$ cat config.mk
export PLATFORM = sky130hd
export DESIGN_NAME = pulseKeyTrigger
export DESIGN_NICKNAME = d
export VERILOG_FILES = /design/src/rtl/pulseKeyPkg.sv /design/src/rtl/keyMatchCtrl.sv /design/src/rtl/trigDatapath.sv /design/src/rtl/pulseKeyTrigger.sv
export SDC_FILE = /design/constraint.sdc
export NUM_CORES = 1
export LEC_CHECK = 0
export BUFFER_PORTS_ARGS = -buffer_cell sky130_fd_sc_hd__buf_4
export CORE_AREA = 2 2 39 41
export DETAILED_ROUTE_END_ITERATION = 16
export DIE_AREA = 0 0 41 43
export PLACE_DENSITY = 0.62
export SETUP_SLACK_MARGIN = 0.05
export SLEW_MARGIN = 10
export SYNTH_ARGS = -nofsm -noshare
export SYNTH_HDL_FRONTEND = slang
export SYNTH_SLANG_ARGS = --single-unit
$ cat constraint.sdc
create_clock -name clk -period 2.2 [get_ports clk]
set_input_delay 0.11 -clock clk [delete_from_list [all_inputs] [get_ports clk]]
set_output_delay 0.11 -clock clk [all_outputs]
set_load 0.01 [all_outputs]
$ cat src/rtl/pulseKeyPkg.sv
package pulseKeyPkg;
  localparam int DATA_W   = 8;
  localparam int CHAN_NUM = 6;
  localparam int KEY_LEN  = 4;
  localparam int IDX_W    = $clog2(KEY_LEN);
  localparam int CNT_W    = $clog2(KEY_LEN + 1);

  // Unlock key bytes, in the order they must be written
  function automatic logic [DATA_W-1:0] keyByte(input logic [IDX_W-1:0] idx);
    case (idx)
      2'd0:    keyByte = 8'hDE;
      2'd1:    keyByte = 8'hAD;
      2'd2:    keyByte = 8'hBE;
      default: keyByte = 8'hEF;
    endcase
  endfunction

  // Strobes from the control to the datapath
  typedef struct packed {
    logic             fireEn;  // channel write seen while armed
    logic             flush;   // clear the trigger register
    logic [IDX_W-1:0] keyIdx;  // which key byte is expected next
  } ctrlStrobe_t;
endpackage

$ cat src/rtl/keyMatchCtrl.sv
module keyMatchCtrl
  import pulseKeyPkg::*;
(
  input  logic        clk,
  input  logic        rst,
  input  logic        wrEn,
  input  logic        keyHit,
  input  logic        restartHit,
  output ctrlStrobe_t strobe
);
  localparam logic [CNT_W-1:0] ARMED = CNT_W'(KEY_LEN);

  logic [CNT_W-1:0] keyCount;
  logic             armed;

  assign armed = (keyCount == ARMED);

  always_ff @(posedge clk) begin
    if (rst) begin
      keyCount <= '0;
    end else if (wrEn) begin
      if (armed)           keyCount <= '0;
      else if (keyHit)     keyCount <= keyCount + 1'b1;
      else if (restartHit) keyCount <= CNT_W'(1);
      else                 keyCount <= '0;
    end
  end

  always_comb begin
    strobe.fireEn = armed && wrEn && !rst;
    strobe.flush  = rst;
    strobe.keyIdx = keyCount[IDX_W-1:0];
  end
endmodule

$ cat src/rtl/trigDatapath.sv
module trigDatapath
  import pulseKeyPkg::*;
(
  input  logic              clk,
  input  logic [DATA_W-1:0] wrData,
  input  ctrlStrobe_t       strobe,
  output logic              keyHit,
  output logic              restartHit,
  output logic [CHAN_NUM-1:0] trigOut
);
  logic [CHAN_NUM-1:0] chanHit;

  assign keyHit     = (wrData == keyByte(strobe.keyIdx));
  assign restartHit = (wrData == keyByte('0));

  // One decoder per channel: channel n matches data value n
  for (genvar g = 0; g < CHAN_NUM; g++) begin : g_chan
    assign chanHit[g] = (wrData == DATA_W'(g + 1));
  end

  always_ff @(posedge clk) begin
    if (strobe.flush)       trigOut <= '0;
    else if (strobe.fireEn) trigOut <= chanHit;
    else                    trigOut <= '0;
  end
endmodule

$ cat src/rtl/pulseKeyTrigger.sv
module pulseKeyTrigger
  import pulseKeyPkg::*;
(
  input  logic        clk,
  input  logic        rst,
  input  logic        wrEn,
  input  logic [7:0]  wrData,
  output logic [5:0]  trigOut
);
  ctrlStrobe_t strobe;
  logic        keyHit;
  logic        restartHit;

  keyMatchCtrl u_ctrl (
    .clk        (clk),
    .rst        (rst),
    .wrEn       (wrEn),
    .keyHit     (keyHit),
    .restartHit (restartHit),
    .strobe     (strobe)
  );

  trigDatapath u_dp (
    .clk        (clk),
    .wrData     (wrData),
    .strobe     (strobe),
    .keyHit     (keyHit),
    .restartHit (restartHit),
    .trigOut    (trigOut)
  );
endmodule

==> results.toml, run 1 <==
[cells_and_area]
final_cells = 88
final_common_cell = "buf_4"
drive_gt1_share_pct = 31.9
num_antenna_cells = 0
mostFrequentLayoutCells = "16 x buf_4, 9 x dfxtp_1, 6 x nand2_1, 4 x nor2_1"
fin_nets = 87
area.growth.synth_to_final_pct = 35.2

[power]
combinationalPowerShare_pct = 10.8
p_seq_share_pct = 50.4
pwr-share-clk_pct = 38.8
switchingPower_mw = 0.0736
swShare_pct = 22.7
power_density_nw_per_um2 = 506
p_int_mw = 0.250
totalPowerFinal_mw = 0.324
vdd.ir_drop.worst_uv = 365
p_leak_nw = 0.248

[clock_tree]
cts_hold_buf = 0
htree_levels = 1
clk_latency_ps = 260
clock_sinks = 9
cts_tree = "yes"
cts_resized = 0
clk_pin_slew_ps = 60
clockRootBuffer = "clkbuf_4"
ctsLongestPathBuffers = 2
post_cts_buffers = 0
cts_made_buffers = 3

[floorplan]
fp-row-count = 14
core_area_um2 = 1380
die_h_um = 43
die-width_um = 41
start_util_pct = 34.2
fp.dieArea_um2 = 1760
ios = 17

[global_routing]
grt_max_degree = 8
grt_overflow = 0
antenna_found_initial = 0
grt_pass1_vias = 392
grt_usage_pct = 14.2
grt_pass1_wl_mm = 1.63

[outcome]
status = "completed"

[logic_synthesis]
yosysWarnings = 0
synth_fp_nets = 66
netlist_area_um2 = 473
synth_top_family_by_area = "simple AND/OR/NAND/NOR gates"
synth-compound-area-share_pct = 8.73
yosys.area_share.simple_pct = 37.3
ys_ff_latch = 9
synth_fa_ha_area_share_pct = 7.94
synth-seq-area-share_pct = 38.1
synth-xor-area-share_pct = 5.56
synthCells = 52
synth_edf_count = 0
syn_area_per_cell_um2 = 9.10
synth_cell_types = 25
synthFlopType = "dfxtp_1"
async_flop_share_pct = 0
synth_mux_area_share_pct = 0

[timing]
tns_ps = 0
rsz0062_at_grt = "no"
slew_headroom_pct = 70.3
fin_ws_ps = 476
tightest_slew_ps = 440
clock_skew_ps = 0.339
finalCriticalPeriod_ps = 1720
post-route-period-util_pct = 78.4
fmax_mhz = 580
slew_violations = 0
setup_viol = 0
hold_viol_final = 0

[placed_design]
placedCellCount = 84
portBuffers = 16
globalplace.congestion = 0.822
pre_cts_slack_ps = 505
detailed_place_hpwl_um = 800

[critical_path]
crit_family = "simple AND/OR/NAND/NOR gates"
r2r_setup_slack_ps = 480
critPathCaptureType = "flip-flop"
crit_buf_inv = 1
crit_path_cell_trace = "inv_1, ha_1, xnor2_1, nor4_2, nand4_1, a31oi_1"
start_kind = "flip-flop"
critical_path_class = "flip-flop to flip-flop"
arrival_ps = 1910
worstPathRequired_ps = 2390
cp_max_fo = 7
max_stage_delay_ps = 450
worst_path_max_delay_cell = "dfxtp_1"

[route]
num_vias = 452
drtIter0Drc = 8
drt_pass1_iterations = 3
ant_nets = 0
drc = 0
drt-total-wl_mm = 1.01
routedWlPerCell_um = 11.5
routed_via_density = 5.14

[job]
cap_violations = 0

[worst_hold_path]
hp-class = "input port to flip-flop"
-- Yosys cell counts, types with 2 or more instances --
cell	count	area, um2
ha_1	3	37.5
inv_1	3	11.3
nand2b_1	2	12.5
or4_1	2	15.0
nand3b_1	2	15.0
nor4_2	2	25.0
dfxtp_1	9	180
nor3_1	2	10.0
nand2_1	6	22.5
xnor2_1	3	26.3
nor2_1	4	15.0
-- sequential cells by signal, indices dropped and copies added (netlist names) --
signal / count
u_dp.trigOut: 6
u_ctrl.keyCount: 3
-- area by class of cell --
cell class,instances,area (um2)
Timing Repair Buffer,16,120
Fill cell,140,744
Sequential cell,9,180
Inverter,3,11.3
Multi-Input combinational cell,40,282
Clock buffer,4,26.3
Tap cell,16,20.0
-- power groups by stage --
stage	Clock (mW)	Sequential [mW]	Combinational (mW)
after global placement	0	0.167	0.0350
after global routing	0.144	0.163	0.0382
after detailed placement	0	0.167	0.0346
after floorplan	0	0.167	0.0111
after CTS	0.132	0.163	0.0349
final	0.126	0.163	0.0350
-- per-stage QoR --
stage	util, %	hold slack [ps]	area [um2]
after floorplan	-	179	473
after global placement	44.3	307	613
final	46.2	39.1	639
after detailed placement	44.3	309	613
after CTS	46.2	30.4	639
after global routing	46.2	23.7	639
-- kinds of logic after synthesis --
family          Yosys count
compound gates            6
flops                     9
xor+xnor                  3
simple gates             28
fa+ha+maj                 3
buf+inv                   3
-- worst paths after layout --
path	start	endpoint	cells after the start
worst max-delay path	u_ctrl.keyCount[0]	u_ctrl.keyCount[0]	6
worst min-delay path	rst	u_ctrl.keyCount[2]	2
worst max register to register	u_ctrl.keyCount[0]	u_ctrl.keyCount[0]	6
worst min register to register	u_ctrl.keyCount[2]	u_ctrl.keyCount[2]	2
-- per-layer routing --
metal	track usage, %	up-vias	routed length [um]	share of wire (%)
li1	-	230	-	-
met2	21.3	15	453	45
met1	15.9	205	465	46
met5	0	-	0	0
met4	4.00	0	6	0.59
met3	9.42	2	89	8.8
(Power assumes the default switching activity.)
==> run 2: changes to the inputs <==
PLACE_DENSITY = 0.65   (was 0.62)
clock period = 1.4 ns   (was 2.2 ns; I/O delays follow)
==> results.toml, run 2 (same netlist as run 1, synthesis figures left out) <==
[job]
cap_violations = 0

[floorplan]
fp-row-count = 14
die-width_um = 41
ios = 17
start_util_pct = 34.2
fp.dieArea_um2 = 1760
die_h_um = 43
core_area_um2 = 1380

[critical_path]
worstPathRequired_ps = 1590
r2r_start = "u_ctrl.keyCount[0]"
r2r_setup_slack_ps = -60
ff2ff_path_depth = 7
critPathCaptureType = "flip-flop"
start_kind = "flip-flop"
critical_path_class = "flip-flop to flip-flop"
cp_max_fo = 4
r2r_end = "u_ctrl.keyCount[0]"
critPathLaunch = "u_ctrl.keyCount[0]"
arrival_ps = 1650

[clock_tree]
clk_latency_ps = 260
ctsLongestPathBuffers = 2
htree_levels = 1
clock_sinks = 9
cts_tree = "yes"
clockRootBuffer = "clkbuf_4"
clk_pin_slew_ps = 60
cts_made_buffers = 3

[cells_and_area]
area.growth.synth_to_final_pct = 71.4
regMostFlops = "u_dp.trigOut"
final_common_cell = "buf_4"
final_core_util_pct = 58.6
largest_register_ffs = 6
fin_nets = 98
mostFrequentLayoutCells = "25 x buf_4, 7 x dfxtp_1, 5 x nand2_1, 4 x nor2_1, 3 x clkbuf_4"
num_antenna_cells = 0
reg_top3 = "u_dp.trigOut (6), u_ctrl.keyCount (3)"
drive_gt1_share_pct = 53.0
final_cells = 99
final_area_um2 = 811

[power]
p_seq_share_pct = 47.2
pwr-share-clk_pct = 37.7
p_int_mw = 0.408
combinationalPowerShare_pct = 15.0
switchingPower_mw = 0.130
p_leak_nw = 0.329
vdd.ir_drop.worst_uv = 332
swShare_pct = 24.2
power_density_nw_per_um2 = 664

[timing]
post-route-period-util_pct = 105
slew_violations = 0
setup_viol = 2
timing.hold.ws_ps = 10.2
fin_ws_ps = -64.1
finalCriticalPeriod_ps = 1460
tightest_slew_ps = 515
fmax_mhz = 683
slew_headroom_pct = 65.3
rsz0062_at_grt = "yes"
clock_skew_ps = 0.708
hold_viol_final = 0

[worst_hold_path]
hold_end = "u_dp.trigOut[2]"
whs_path_depth = 2
hp-class = "input port to flip-flop"
hp-start = "wrData[3]"

[outcome]
violations = "negative setup slack"
status = "complete, but fails checks"

[global_routing]
antenna_found_initial = 0
grt_pass1_wl_mm = 2.12
grt_pass1_vias = 505
grt_overflow = 0
grt_usage_pct = 18.2
grt_max_degree = 7

[placed_design]
detailed_place_hpwl_um = 975
pre_cts_slack_ps = -154
portBuffers = 16
placedCellCount = 90
globalplace.congestion = 0.836
place_area_um2 = 676

[route]
drt_pass1_iterations = 4
num_vias = 519
routedWlPerCell_um = 13.6
drt-total-wl_mm = 1.35
ant_nets = 0
routed_via_density = 5.24
drc = 0
drtIter0Drc = 5
[run 2: timing repair]
action                                  CTS  global route
buffers inserted                          4             0
resized for setup                         5             6
pin swaps                                 6             5
endpoints found under the setup margin    5             9
hold buffers                              1             1
endpoints found under the hold margin     1             1
[run 2: power groups by stage]
stage	registers [mW]	clock network (mW)	logic [mW]
2_1_floorplan	0.260	0	0.0176
3_3_place_gp	0.260	0	0.0637
3_5_place_dp	0.260	0	0.0645
4_1_cts	0.254	0.209	0.0697
5_1_grt	0.254	0.231	0.0860
6_report	0.254	0.203	0.0808
[run 2: metrics by stage]
stage	power (mW)	TNS (ps)
detailed placement	0.325	-593
CTS	0.533	-59.2
floorplan	0.278	-24.4
finish	0.538	-65.6
global route	0.571	-348
global placement	0.324	-429
[run 2: layout make-up]
cell class                 count  area [um2]
multi-input combinational     40         358
timing repair buffer          27         208
tap                           16        20.0
clock buffer                   4        26.3
sequential                     9         185
fill                         134         573
inverter                       3        13.8
[run 2: metal layers]
| metal | wire length (um) | vias to the layer above | GRT usage (%) |
|---|---|---|---|
| met3 | 87 | 4 | 7.85 |
| li1 | - | 254 | - |
| met1 | 536 | 240 | 19.0 |
| met5 | 0 | - | 0 |
| met4 | 14 | 0 | 4.00 |
| met2 | 709 | 21 | 31.6 |
[run 2: worst max path at each step]
| stage | slack (ps) | cells past startpoint | end |
|---|---|---|---|
| detailed placement | -150 | 5 | u_dp.trigOut[2] |
| finish | -60 | 7 | u_ctrl.keyCount[0] |
| global placement | -120 | 5 | u_dp.trigOut[2] |
| floorplan | -20 | 6 | u_ctrl.keyCount[0] |
| CTS | -40 | 7 | u_ctrl.keyCount[0] |
| global route | -140 | 7 | u_ctrl.keyCount[2] |
[run 2: critical path, stage by stage, from the launching register on]
cell,delay (ps)
dfxtp_4,370
inv_4,40
ha_4,280
xnor2_4,110
nor4_2,50
buf_4,140
a211o_1,250
a31oi_1,150
